### src/rtl/lcd_mux_seq.sv
module lcd_mux_seq #(
  parameter int NSEG  = 16,
  parameter int NPORT = 8,
  parameter int FRW   = 2
) (
  input  logic               clk,
  input  logic               rst_n,
  input  logic               tick,
  input  logic               duty4,
  input  logic               bias3,
  input  logic [FRW-1:0]     frate,
  input  logic               blank,
  input  logic               sleep,
  input  logic [NPORT-1:0]   port_en,
  input  logic [NPORT-1:0]   port_val,
  input  logic [4*NSEG-1:0]  disp,
  output logic [7:0]         com_lvl,
  output logic [2*NSEG-1:0]  seg_lvl,
  output logic [1:0]         phase,
  output logic               frame_pol
);
  localparam int PW = (1 << FRW) - 1;

  logic [PW-1:0] pcnt;
  logic [PW:0]   plen;
  logic          ph_end, last_com;

  assign plen     = (PW+1)'(1) << frate;
  assign ph_end   = ({1'b0, pcnt} >= plen - (PW+1)'(1));
  assign last_com = duty4 ? (phase == 2'd3) : (phase >= 2'd2);

  always_ff @(posedge clk or negedge rst_n) begin
    if (!rst_n) begin
      pcnt      <= '0;
      phase     <= 2'd0;
      frame_pol <= 1'b0;
    end else if (tick && !sleep) begin
      if (ph_end) begin
        pcnt <= '0;
        if (last_com) begin
          phase     <= 2'd0;
          frame_pol <= ~frame_pol;
        end else begin
          phase <= phase + 2'd1;
        end
      end else begin
        pcnt <= pcnt + PW'(1);
      end
    end
  end

  logic [1:0] sel_lvl, unsel_lvl, on_lvl, off_lvl;
  assign sel_lvl   = frame_pol ? 2'd0 : 2'd3;
  assign unsel_lvl = (bias3 && frame_pol) ? 2'd2 : 2'd1;
  assign on_lvl    = frame_pol ? 2'd3 : 2'd0;
  assign off_lvl   = frame_pol ? (bias3 ? 2'd1 : 2'd0) : (bias3 ? 2'd2 : 2'd3);

  for (genvar c = 0; c < 4; c++) begin : g_com
    logic sel;
    assign sel = (phase == 2'(c)) && (duty4 || c != 3);
    assign com_lvl[2*c +: 2] = sleep ? 2'd0 : (sel ? sel_lvl : unsel_lvl);
  end

  for (genvar s = 0; s < NSEG; s++) begin : g_seg
    logic [3:0] row;
    logic [1:0] drv;
    assign row = disp[4*s +: 4];
    assign drv = sleep ? 2'd0 : ((row[phase] && !blank) ? on_lvl : off_lvl);
    if (s < NPORT) begin : g_port
      assign seg_lvl[2*s +: 2] = port_en[s] ? {2{port_val[s]}} : drv;
    end else begin : g_plain
      assign seg_lvl[2*s +: 2] = drv;
    end
  end
endmodule

### config.mk
export PLATFORM = sky130hd
export DESIGN_NAME = lcd_mux_seq
export DESIGN_NICKNAME = d
export VERILOG_FILES = /design/src/rtl/lcd_mux_seq.sv
export SDC_FILE = /design/constraint.sdc
export NUM_CORES = 1
export LEC_CHECK = 0
export BUFFER_PORTS_ARGS = -buffer_cell sky130_fd_sc_hd__buf_2
export CAP_MARGIN = 5
export CORE_MARGIN = 2
export CORE_UTILIZATION = 37
export CTS_CLUSTER_DIAMETER = 100
export DETAILED_ROUTE_END_ITERATION = 8
export PLACE_DENSITY = 0.88
export SKIP_CTS_REPAIR_TIMING = 1
export SYNTH_ARGS = -nofsm -noshare
export SYNTH_HDL_FRONTEND = slang
export SYNTH_SLANG_ARGS = --single-unit
export TNS_END_PERCENT = 5
### constraint.sdc
create_clock -name clk -period 2 [get_ports clk]
set_clock_uncertainty 0.2 [all_clocks]
set_input_delay 0.5 -clock clk [delete_from_list [all_inputs] [get_ports clk]]
set_output_delay 0.5 -clock clk [all_outputs]
set_load 0.1 [all_outputs]
==> results of run 1 <==
path summary, 6_finish.rpt:
check	startpoint	endpoint	slack, ps	cells past startpoint
worst max-delay path	phase[1]	seg_lvl[12]	-800	6
worst min-delay path	pcnt[1]	pcnt[1]	350	2
worst max register to register	phase[0]	frame_pol	-140	9
worst min register to register	pcnt[1]	pcnt[1]	350	2
max in group asynchronous	rst_n	phase[0]	980	2
min in group asynchronous	rst_n	frame_pol	440	2
routing by layer:
layer  global-route usage [%]  routed length [um]
met3                     2.92                 419
met4                     8.85                 538
met2                     50.6                5070
met1                     24.4                2780
met5                        0                   0
power breakdown:
| part | switching, uW | total [uW] | internal (uW) |
|---|---|---|---|
| Sequential | 73.8 | 275 | 201 |
| Clock | 69.9 | 209 | 139 |
| Combinational | 4060 | 6640 | 2580 |
| Total | 4200 | 7120 | 2920 |
per-stage QoR:
| step | area [sq um] | setup slack, ps | hold slack [ps] | total power (uW) | util, % |
|---|---|---|---|---|---|
| 2_1_floorplan | 2190 | -1030 | 4.41 | 4430 | - |
| 3_3_place_gp | 3620 | -501 | 125 | 6100 | 81.4 |
| 3_5_place_dp | 3620 | -545 | 132 | 6260 | 81.4 |
| 4_1_cts | 3660 | -786 | -117 | 6470 | 82.4 |
| 5_1_grt | 3920 | -859 | 377 | 7330 | 88.3 |
| 6_report | 3920 | -799 | 348 | 7120 | 88.3 |
worst min-delay path, cell delays in order (launching register included):
cell and delay [ps]:
dfrtp_1 380, nand2_1 60, o21ai_0 70
placed cells by master (no fill, tap or decap), types with 3 or more instances in the layout:
cell type and instances:
mux2i_2 13, buf_4 14, dfrtp_1 3, dfrtp_4 3
inv_1 4, o31ai_4 16, a211oi_4 4, o21ai_0 4
mux2i_1 11, xor2_1 8, clkbuf_8 3, mux2i_4 16
o21ba_2 3, nand2b_1 4, nor2_1 3, o22ai_4 7
mux4_2 8, ha_1 5, nand2b_4 8, nor2b_2 3
buf_12 48, ha_4 3, buf_2 88, nor2b_1 3
nand2_1 18
sequential cells by signal, indices dropped and copies added, names as in the netlist:
signal     flops
frame_pol      1
phase          2
pcnt           3
logic make-up (layout without fill, tap and decap cells):
group	count (synthesis)	in the layout	synth area share, %
mux	48	48	35.1
flops	6	6	8.63
buf+inv	22	162	7.84
xor+xnor	9	9	4.53
compound gates	40	40	21.5
fa+ha+maj	9	9	6.47
simple gates	50	50	15.9
final cells by class:
cell class	instances	area [sq um]	share of cell area, %
multi-input combinational	156	2090	53.4
timing repair buffer	153	1540	39.2
sequential	6	161	4.11
tap	52	65.1	1.66
clock buffer	4	45.0	1.15
inverter	5	18.8	0.478
==> metrics.txt, run 1 <==
status complete, but fails checks; failing checks negative setup slack; top-count cell post-synth mux2i_1; type of the worst setup path register to output port; total iterations of the first detailed-routing run 4; DRT Wirelength approximately 9 mm; share of layout cells above drive strength 1 77.8%; Post-Syn Area approximately 1700 sq um; crit end category output port; initial antenna violation count 0; Non-Filler Instances 376; routed len/inst 23.4 um; RePlAce Congestion 0.764; Crit-path slowest cell dfrtp_4; Cells after DPL about 370; Fillers 171; Vias 2225; Worst path top cell family by delay multiplexers; setup TNS -25720 ps; largest cells by area after synthesis mux2i_1, mux4_1, dfrtp_1; DR iter-0 viols between 90 and 100; number of global-route vias before repair 2183; Synth top area share between 20% and 30%; CTS tree done; CTS sink count 6; Seq/Total Area, Yosys 8.63%; Post-synth EDFFs 0; vias per inst 5.92; unrepaired setup endpoints after global routing yes; PwrDens ~1800 nW/um^2; clk slew on worst S/H paths approximately 50 ps; syn nets approximately 280; biggest cell delay along the critical path 430 ps; Core Rows 24; Final #Nets 423; slew at the pin with the worst max-slew slack 409 ps; final hold violations 0; worst path arrival time 2100 ps; fmax between 0.3 and 0.4 GHz; gr ovfl total 0; Detailed Place HPWL ~5.7 mm; # DRC 0; Max-slew headroom 72.7%; leading area contributor after synthesis mux2i_1; count of state elements after synthesis 6; crit path launch type register; Critical Path Fanout Max 25; Post-synth ARST share 100%; Layout area overhead 126%; min Tclk post-route 2800 ps; synth cell count leaders mux2i_1, nand2_1, ha_1, o31ai_1, xor2_1; I/O Buffers roughly 130; core footprint around 4400 sq um; global-route wire length before repair around 10 mm; H-tree depth 1; YS warnings 0; largest net degree at the start of global routing 26; Die ar. 5260 sq um; IO Count 132; clk buf depth 2; count of final setup violators 44; max_cap viols 0; root buf cell clkbuf_8; Hold Path Class register to register; Cell variety after synth 34; Syn Area/Cell 9.45 sq um; later-pin clock latency in the skew report 240 ps; Total GRT Usage between 20% and 30%; # diodes 0; Worst EP required 1300 ps; top_reg_cell synth dfrtp_1; Mapped Cells 184; Leakage 0.00165 uW; Tcrit/Tclk final 140%; Die X 72.6 um; final setup margin -799 ps; final antenna-violating net count 0; crit-path cells buf_12, mux2i_1, o22ai_4, mux2i_1, o31ai_4, buf_12; Slew Limit Fails 0; peak supply drop 0.00160 V; die height 72.6 um; Buf/Inv on CP 2; CTS Buf Count 3; initial core utilization 39.1%
Power figures use the tool's default switching activity.
==> inputs of run 2 (changes only) <==
--- a/config.mk
+++ b/config.mk
@@ -5,13 +5,13 @@
 export SDC_FILE = /design/constraint.sdc
 export NUM_CORES = 1
 export LEC_CHECK = 0
-export BUFFER_PORTS_ARGS = -buffer_cell sky130_fd_sc_hd__buf_2
 export CAP_MARGIN = 5
 export CORE_MARGIN = 2
-export CORE_UTILIZATION = 37
+export CORE_UTILIZATION = 50
 export CTS_CLUSTER_DIAMETER = 100
 export DETAILED_ROUTE_END_ITERATION = 8
-export PLACE_DENSITY = 0.88
+export DONT_BUFFER_PORTS = 1
+export PLACE_DENSITY = 0.78
 export SKIP_CTS_REPAIR_TIMING = 1
 export SYNTH_ARGS = -nofsm -noshare
 export SYNTH_HDL_FRONTEND = slang
==> run 2 against run 1 <==
  * The run now fails in global routing (5_1_grt)
  * Synthesized cell count did not move
  * Area after synthesis did not move
==> metrics.txt, run 2 <==
status aborted with a tool error; Die X 63.0 um (-13%); mux cell area share after synthesis 35.1% (unchanged); initial core utilization 52.1% (+13 points); Post-Syn Area 1740 sq um (unchanged); H-tree depth 1 (unchanged); largest net degree at the start of global routing 29; Seq/Total Area, Yosys 8.63% (unchanged); synth cell count leaders mux2i_1, nand2_1, ha_1, o31ai_1, xor2_1; largest cells by area after synthesis mux2i_1, mux4_1, dfrtp_1; Syn Area/Cell 9.45 sq um (unchanged); top-count cell post-synth mux2i_1; YS warnings 0 (unchanged); Detailed Place HPWL 6.17 mm (+8.9%); clk buf depth 2 (unchanged); Post-Place Cell Area 3060 sq um (-15%); Fail Step global routing (5_1_grt); die height 63.0 um (-13%); tool error [ERROR DPL-0038] Utilization greater than 100%, impossible to legalize; count of state elements after synthesis 6 (unchanged); Post-synth ARST share 100% (unchanged); Mapped Cells 184 (unchanged); syn nets 282 (unchanged); CTS sink count 6 (unchanged); RePlAce Congestion 0.794 (+4.0%); DP Worst Slack -616 ps (-71.3 ps); I/O Buffers 0 (-100%); top_reg_cell synth dfrtp_1; Cell variety after synth 34 (unchanged); Synth top area share 23.0% (unchanged); IO Count 132 (unchanged); Post-synth EDFFs 0 (unchanged); xor/xnor share of the synthesized area 4.53% (unchanged); leading area contributor after synthesis mux2i_1; Core Rows 21 (-13%); worst ep type output port; GRT worst endpoint seg_lvl[27]; root buf cell clkbuf_4; Adder-Cell Fraction of Synth Area 6.47% (unchanged); complex-gate fraction of the synthesized area 21.5% (unchanged); Simple-Gate Fraction of Synth Area 15.9% (unchanged); CTS Buf Count 3 (unchanged); largest family of logic cells by synthesized area multiplexers
## run 2: cell counts after synthesis
No cell type changed its count.
## run 2: logic make-up after synthesis
| group | Yosys count |
|---|---|
| xor gates and xnor gates | 9 |
| buffers and inverters | 22 |
| DFF | 6 |
| muxes | 48 |
| adders and majority gates | 9 |
| and+or+nand+nor | 50 |
| AOI/OAI and AO/OA | 40 |
## run 2: per-stage QoR
stage               hold slack (ps)  utilization [%]  cells  setup TNS [ps]
CTS                            -280             92.5    270          -33470
detailed placement             4.58             91.7    266          -21700
floorplan                      4.41                -    184          -37000
global placement               4.63             91.7    266          -17450
==> inputs of run 3 (changes only) <==
--- a/config.mk
+++ b/config.mk
@@ -7,11 +7,10 @@
 export LEC_CHECK = 0
 export CAP_MARGIN = 5
 export CORE_MARGIN = 2
-export CORE_UTILIZATION = 50
-export CTS_CLUSTER_DIAMETER = 100
+export CORE_UTILIZATION = 35
 export DETAILED_ROUTE_END_ITERATION = 8
 export DONT_BUFFER_PORTS = 1
-export PLACE_DENSITY = 0.78
+export PLACE_DENSITY_LB_ADDON = 0.15
 export SKIP_CTS_REPAIR_TIMING = 1
 export SYNTH_ARGS = -nofsm -noshare
 export SYNTH_HDL_FRONTEND = slang
==> constraint.sdc (replaced) <==
create_clock -name clk -period 2.6 [get_ports clk]
set_clock_uncertainty 0.2 [all_clocks]
set_input_delay 0.65 -clock clk [delete_from_list [all_inputs] [get_ports clk]]
set_output_delay 0.65 -clock clk [all_outputs]
set_load 0.1 [all_outputs]
==> run 3 against run 2 <==
  * The flow now finishes, with violations (negative setup slack)
==> metrics.txt, run 3 (synthesis results as in run 1) <==
Max-slew headroom 59.6%; Die ar. 5550 sq um; global-route wire length before repair 8.25 mm; Leakage approximately 0.0012 uW; fmax 0.349 GHz; biggest cell delay along the critical path 520 ps; Fillers 348; min Tclk post-route around 2900 ps; CTS Buf Count 3 (unchanged); Die X 74.5 um (+18%); CTS sink count 6 (unchanged); I/O Buffers 0 (unchanged); worst path arrival time 2010 ps; status complete, but fails checks; routed len/inst 19.5 um; Top cell by count, worst path buf_12; total iterations of the first detailed-routing run 4; DP Worst Slack -119 ps (+497 ps); DR iter-0 viols 60; Worst EP required 1750 ps; unrepaired setup endpoints after global routing yes; most frequent cells in the layout buf_12, mux2i_1, nand2_1; number of global-route vias before repair 1786; crit end category output port; commonest non-fill, non-tap cell in the layout buf_12; die height 74.5 um (+18%); worst reg2reg path startpoint pcnt[2]; root buf cell clkbuf_8; RePlAce Congestion 0.694 (-13%); clk slew on worst S/H paths around 40 ps; slew at the pin with the worst max-slew slack 603 ps; Hold Path Class register to register; DRT Wirelength 5.73 mm; crit-path cells buf_12, mux2i_1, o22ai_2, xor2_1, o31ai_4, buf_12; final core occ 68.3%; final hold violations 0; core footprint roughly 4800 sq um; gr ovfl total 0; max_cap viols 0; share of layout cells above drive strength 1 59.5%; Layout area overhead 86.8%; hold slack 335 ps; source of the worst hold timing path pcnt[1]; Final #Nets 326; IO Count 132 (unchanged); Vias 1655; # diodes 0; Core Rows 25 (+19%); Biggest register pcnt; PwrDens 1510 nW/um^2; vias per inst 5.63; H-tree depth 1 (unchanged); Tcrit/Tclk final 110%; initial core utilization 36.6% (-16 points); Slew Limit Fails 0; type of the worst setup path register to output port; Critical Path Fanout Max 11; crit path launch phase[1]; final setup margin -262 ps; crit path launch type register; Crit-path slowest cell dfrtp_4; largest net degree at the start of global routing 29; Largest register FFs 3; final antenna-violating net count 0; count of final setup violators 32; failing checks negative setup slack; clk buf depth 2 (unchanged); CTS tree done; initial antenna violation count 0; later-pin clock latency in the skew report ~220 ps; peak supply drop 0.000858 V; Largest regs pcnt: 3 flops, phase: 2 flops, frame_pol: 1 flops; # DRC 0; Detailed Place HPWL 4.78 mm (-23%); Total GRT Usage 19.4%
[run 3: where the power goes]
group          total (uW)  internal (uW)  switching, uW
Combinational        4510           1730           2780
Sequential            237            155           81.3
Clock                 144            105           38.6
[run 3: worst paths after layout]
kind	end	slack [ps]	cells past startpoint
worst max-delay path	seg_lvl[11]	-260	6
worst min-delay path	pcnt[1]	330	2
worst max register to register	frame_pol	580	5
worst min register to register	pcnt[1]	330	2
max in group asynchronous	phase[0]	1430	1
min in group asynchronous	frame_pol	540	1
[run 3: critical path, delay by kind of cell, from the launching register on]
kind / cells / cell delay, ps
xor+xnor: 1 / 170
compound gates: 2 / 580
buf+inv: 2 / 380
flops: 1 / 520
mux: 1 / 130
[run 3: per-stage QoR]
step	total power (uW)	instances	setup TNS (ps)	area (sq um)
after global routing	5080	294	-8720	3250
after detailed placement	4560	287	-2410	3090
after CTS	4720	291	-8540	3130
after global placement	4480	287	-1690	3090
after floorplan	3410	184	-19240	2190
final	4890	294	-6680	3250
[run 3: final cells by class]
type                       count  area, sq um  area share, %
tap                           67         83.8           2.58
clock buffer                   4         45.0           1.39
sequential                     6          161           4.97
multi-input combinational    156         1960           60.2
timing repair buffer          56          985           30.3
inverter                       5         18.8          0.578
[run 3: layer usage]
layer	routed length, um	GRT usage (%)	vias to the layer above	share of wire [%]
li1	-	-	773	-
met2	3280	39.4	78	57
met4	69	3.37	0	1.2
met1	1970	20.4	796	34
met5	0	0	-	0
met3	418	3.79	8	7.3
==> inputs of run 4 (changes only) <==
==> constraint.sdc (replaced) <==
create_clock -name clk -period 2.6 [get_ports clk]
set_clock_uncertainty 0.2 [all_clocks]
set_input_delay 0.13 -clock clk [delete_from_list [all_inputs] [get_ports clk]]
set_output_delay 0.13 -clock clk [all_outputs]
set_load 0.1 [all_outputs]
==> run 4 against run 3 <==
  * The run now ends clean
  * Global-route usage decreased by 1.6 points
  * Die area unchanged
  * Critical path depth is 1 lower
  * Sequential cell count did not move
  * Maximum frequency is 15% higher
  * Critical path type unchanged
  * Critical endpoint unchanged
  * Largest cell class unchanged
==> metrics.txt, run 4 (synthesis results as in run 1) <==
status completed; Largest regs pcnt: 3 flops, phase: 2 flops, frame_pol: 1 flops; later-pin clock latency in the skew report 220 ps (about the same); CTS sink count 6 (unchanged); vias per inst 5.59 (-0.76%); Sw Ratio 62.3% (+3.0 points); Slew Limit Fails 0 (unchanged); IO Count 132 (unchanged); Vias 1581 (-4.5%); gr ovfl total 0 (unchanged); type of the worst setup path register to output port; Seq pwr share 7.0% (+2.2 points); final hold violations 0 (unchanged); routed len/inst 18.9 um (-3.1%); P_int 1690 uW (-15%); Largest register FFs 3 (unchanged); commonest non-fill, non-tap cell in the layout buf_12; largest net degree at the start of global routing 31 (+6.9%); crit path launch type register; worst path arrival time 2150 ps (+140 ps); Cells after DPL 278 (-3.1%); fmax 0.403 GHz (+15%); DRT Wirelength 5.35 mm (-6.8%); NetSw 2790 uW (-3.9%); core footprint 4750 sq um (unchanged); Detailed Place HPWL 4.43 mm (-7.3%); Max-slew headroom 58.8% (-0.77 points); slew at the pin with the worst max-slew slack 617 ps (+14.3 ps); count of final setup violators 0 (-100%); Core Rows 25 (unchanged); Die X 74.5 um (unchanged); PwrDens 1500 nW/um^2 (about the same); # DRC 0 (unchanged); Critical Path Fanout Max 11 (unchanged); initial antenna violation count 0 (unchanged); most frequent cells in the layout buf_12, mux2i_1, nand2_1; clk slew on worst S/H paths 40 ps (about the same); setup TNS 0 ps (+6680 ps); H-tree depth 1 (unchanged); Comb pwr share 89.7% (-2.5 points); min Tclk post-route 2480 ps (-380 ps); final antenna-violating net count 0 (unchanged); clk buf depth 2 (unchanged); root buf cell clkbuf_8; hold slack 6.60 ps (-328 ps); RePlAce Congestion 0.761 (+9.7%); Final #Nets 315 (-3.4%); # diodes 0 (unchanged); Leakage 0.00112 uW (-9.2%); share of layout cells above drive strength 1 50.0% (-9.5 points); Hold Path Class input port to asynchronous set/reset pin; max_cap viols 0 (unchanged); crit end category output port; I/O Buffers 0 (unchanged); die height 74.5 um (unchanged); total iterations of the first detailed-routing run 4 (unchanged); Die ar. 5550 sq um (unchanged); Tcrit/Tclk final 95.5% (-15 points); Clock power frac 3.3% (+0.4 points); unrepaired setup endpoints after global routing no; CTS tree done; Total GRT Usage 17.8% (-1.6 points); CTS Buf Count 3 (unchanged); Non-Filler Instances 283 (-3.7%); Biggest register pcnt; initial core utilization 36.6% (unchanged); Worst EP required 2270 ps (+520 ps); Layout area overhead 71.2%; Fillers 377 (+8.3%); DR iter-0 viols 34 (-43%); number of global-route vias before repair 1584 (-11%); peak supply drop 0.000908 V (+5.8%); global-route wire length before repair 7.63 mm (-7.5%)
## run 4: cell type report
type                       count  area, sq um  share of cell area, %
inverter                       5         18.8                  0.631
multi-input combinational    156         1890                   63.3
tap                           67         83.8                   2.82
clock buffer                   4         45.0                   1.51
sequential                     6          161                   5.42
timing repair buffer          45          782                   26.3
## run 4: per-layer routing
| metal | vias to the layer above | global-route usage (%) | part of all wire, % |
|---|---|---|---|
| met5 | - | 0 | 0 |
| met4 | 0 | 2.38 | 0.094 |
| met3 | 2 | 3.79 | 7.8 |
| met2 | 67 | 32.8 | 55 |
| met1 | 760 | 21.7 | 37 |
| li1 | 752 | - | - |
## run 4: worst max-delay path, stage by stage, from the launching register on
cell and delay, ps:
dfrtp_4 560, or2_1 410, o22ai_2 260, xor2_1 160
o31ai_4 320, buf_12 210
## run 4: final timing paths
kind / depth (start not counted) / start / to / slack, ps
min in group clk: 3 / duty4 / phase[1] / 60
hold / removal: 1 / rst_n / phase[1] / 7
hold reg to reg: 2 / pcnt[1] / pcnt[1] / 330
max in group asynchronous: 1 / rst_n / frame_pol / 1970
setup / recovery: 5 / phase[0] / seg_lvl[11] / 120
setup reg to reg: 7 / phase[0] / phase[0] / 400
## run 4: power by group through the flow
| stage | Combinational [uW] | Sequential (uW) | Clock [uW] |
|---|---|---|---|
| after CTS | 4030 | 316 | 152 |
| after detailed placement | 4020 | 317 | 0 |
| after floorplan | 3030 | 371 | 0 |
| after global routing | 4170 | 333 | 159 |
| final | 4010 | 315 | 148 |
| after global placement | 3960 | 306 | 0 |
## run 4: metrics by stage
step / area [sq um] / total power (uW) / utilization, % / setup slack, ps
after floorplan: 2190 / 3410 / - / -57.3
after global placement: 2920 / 4270 / 61.4 / 346
after detailed placement: 2920 / 4340 / 61.4 / 305
after CTS: 2960 / 4500 / 62.3 / 81.5
after global routing: 2980 / 4660 / 62.6 / 19.1
final: 2980 / 4480 / 62.6 / 117
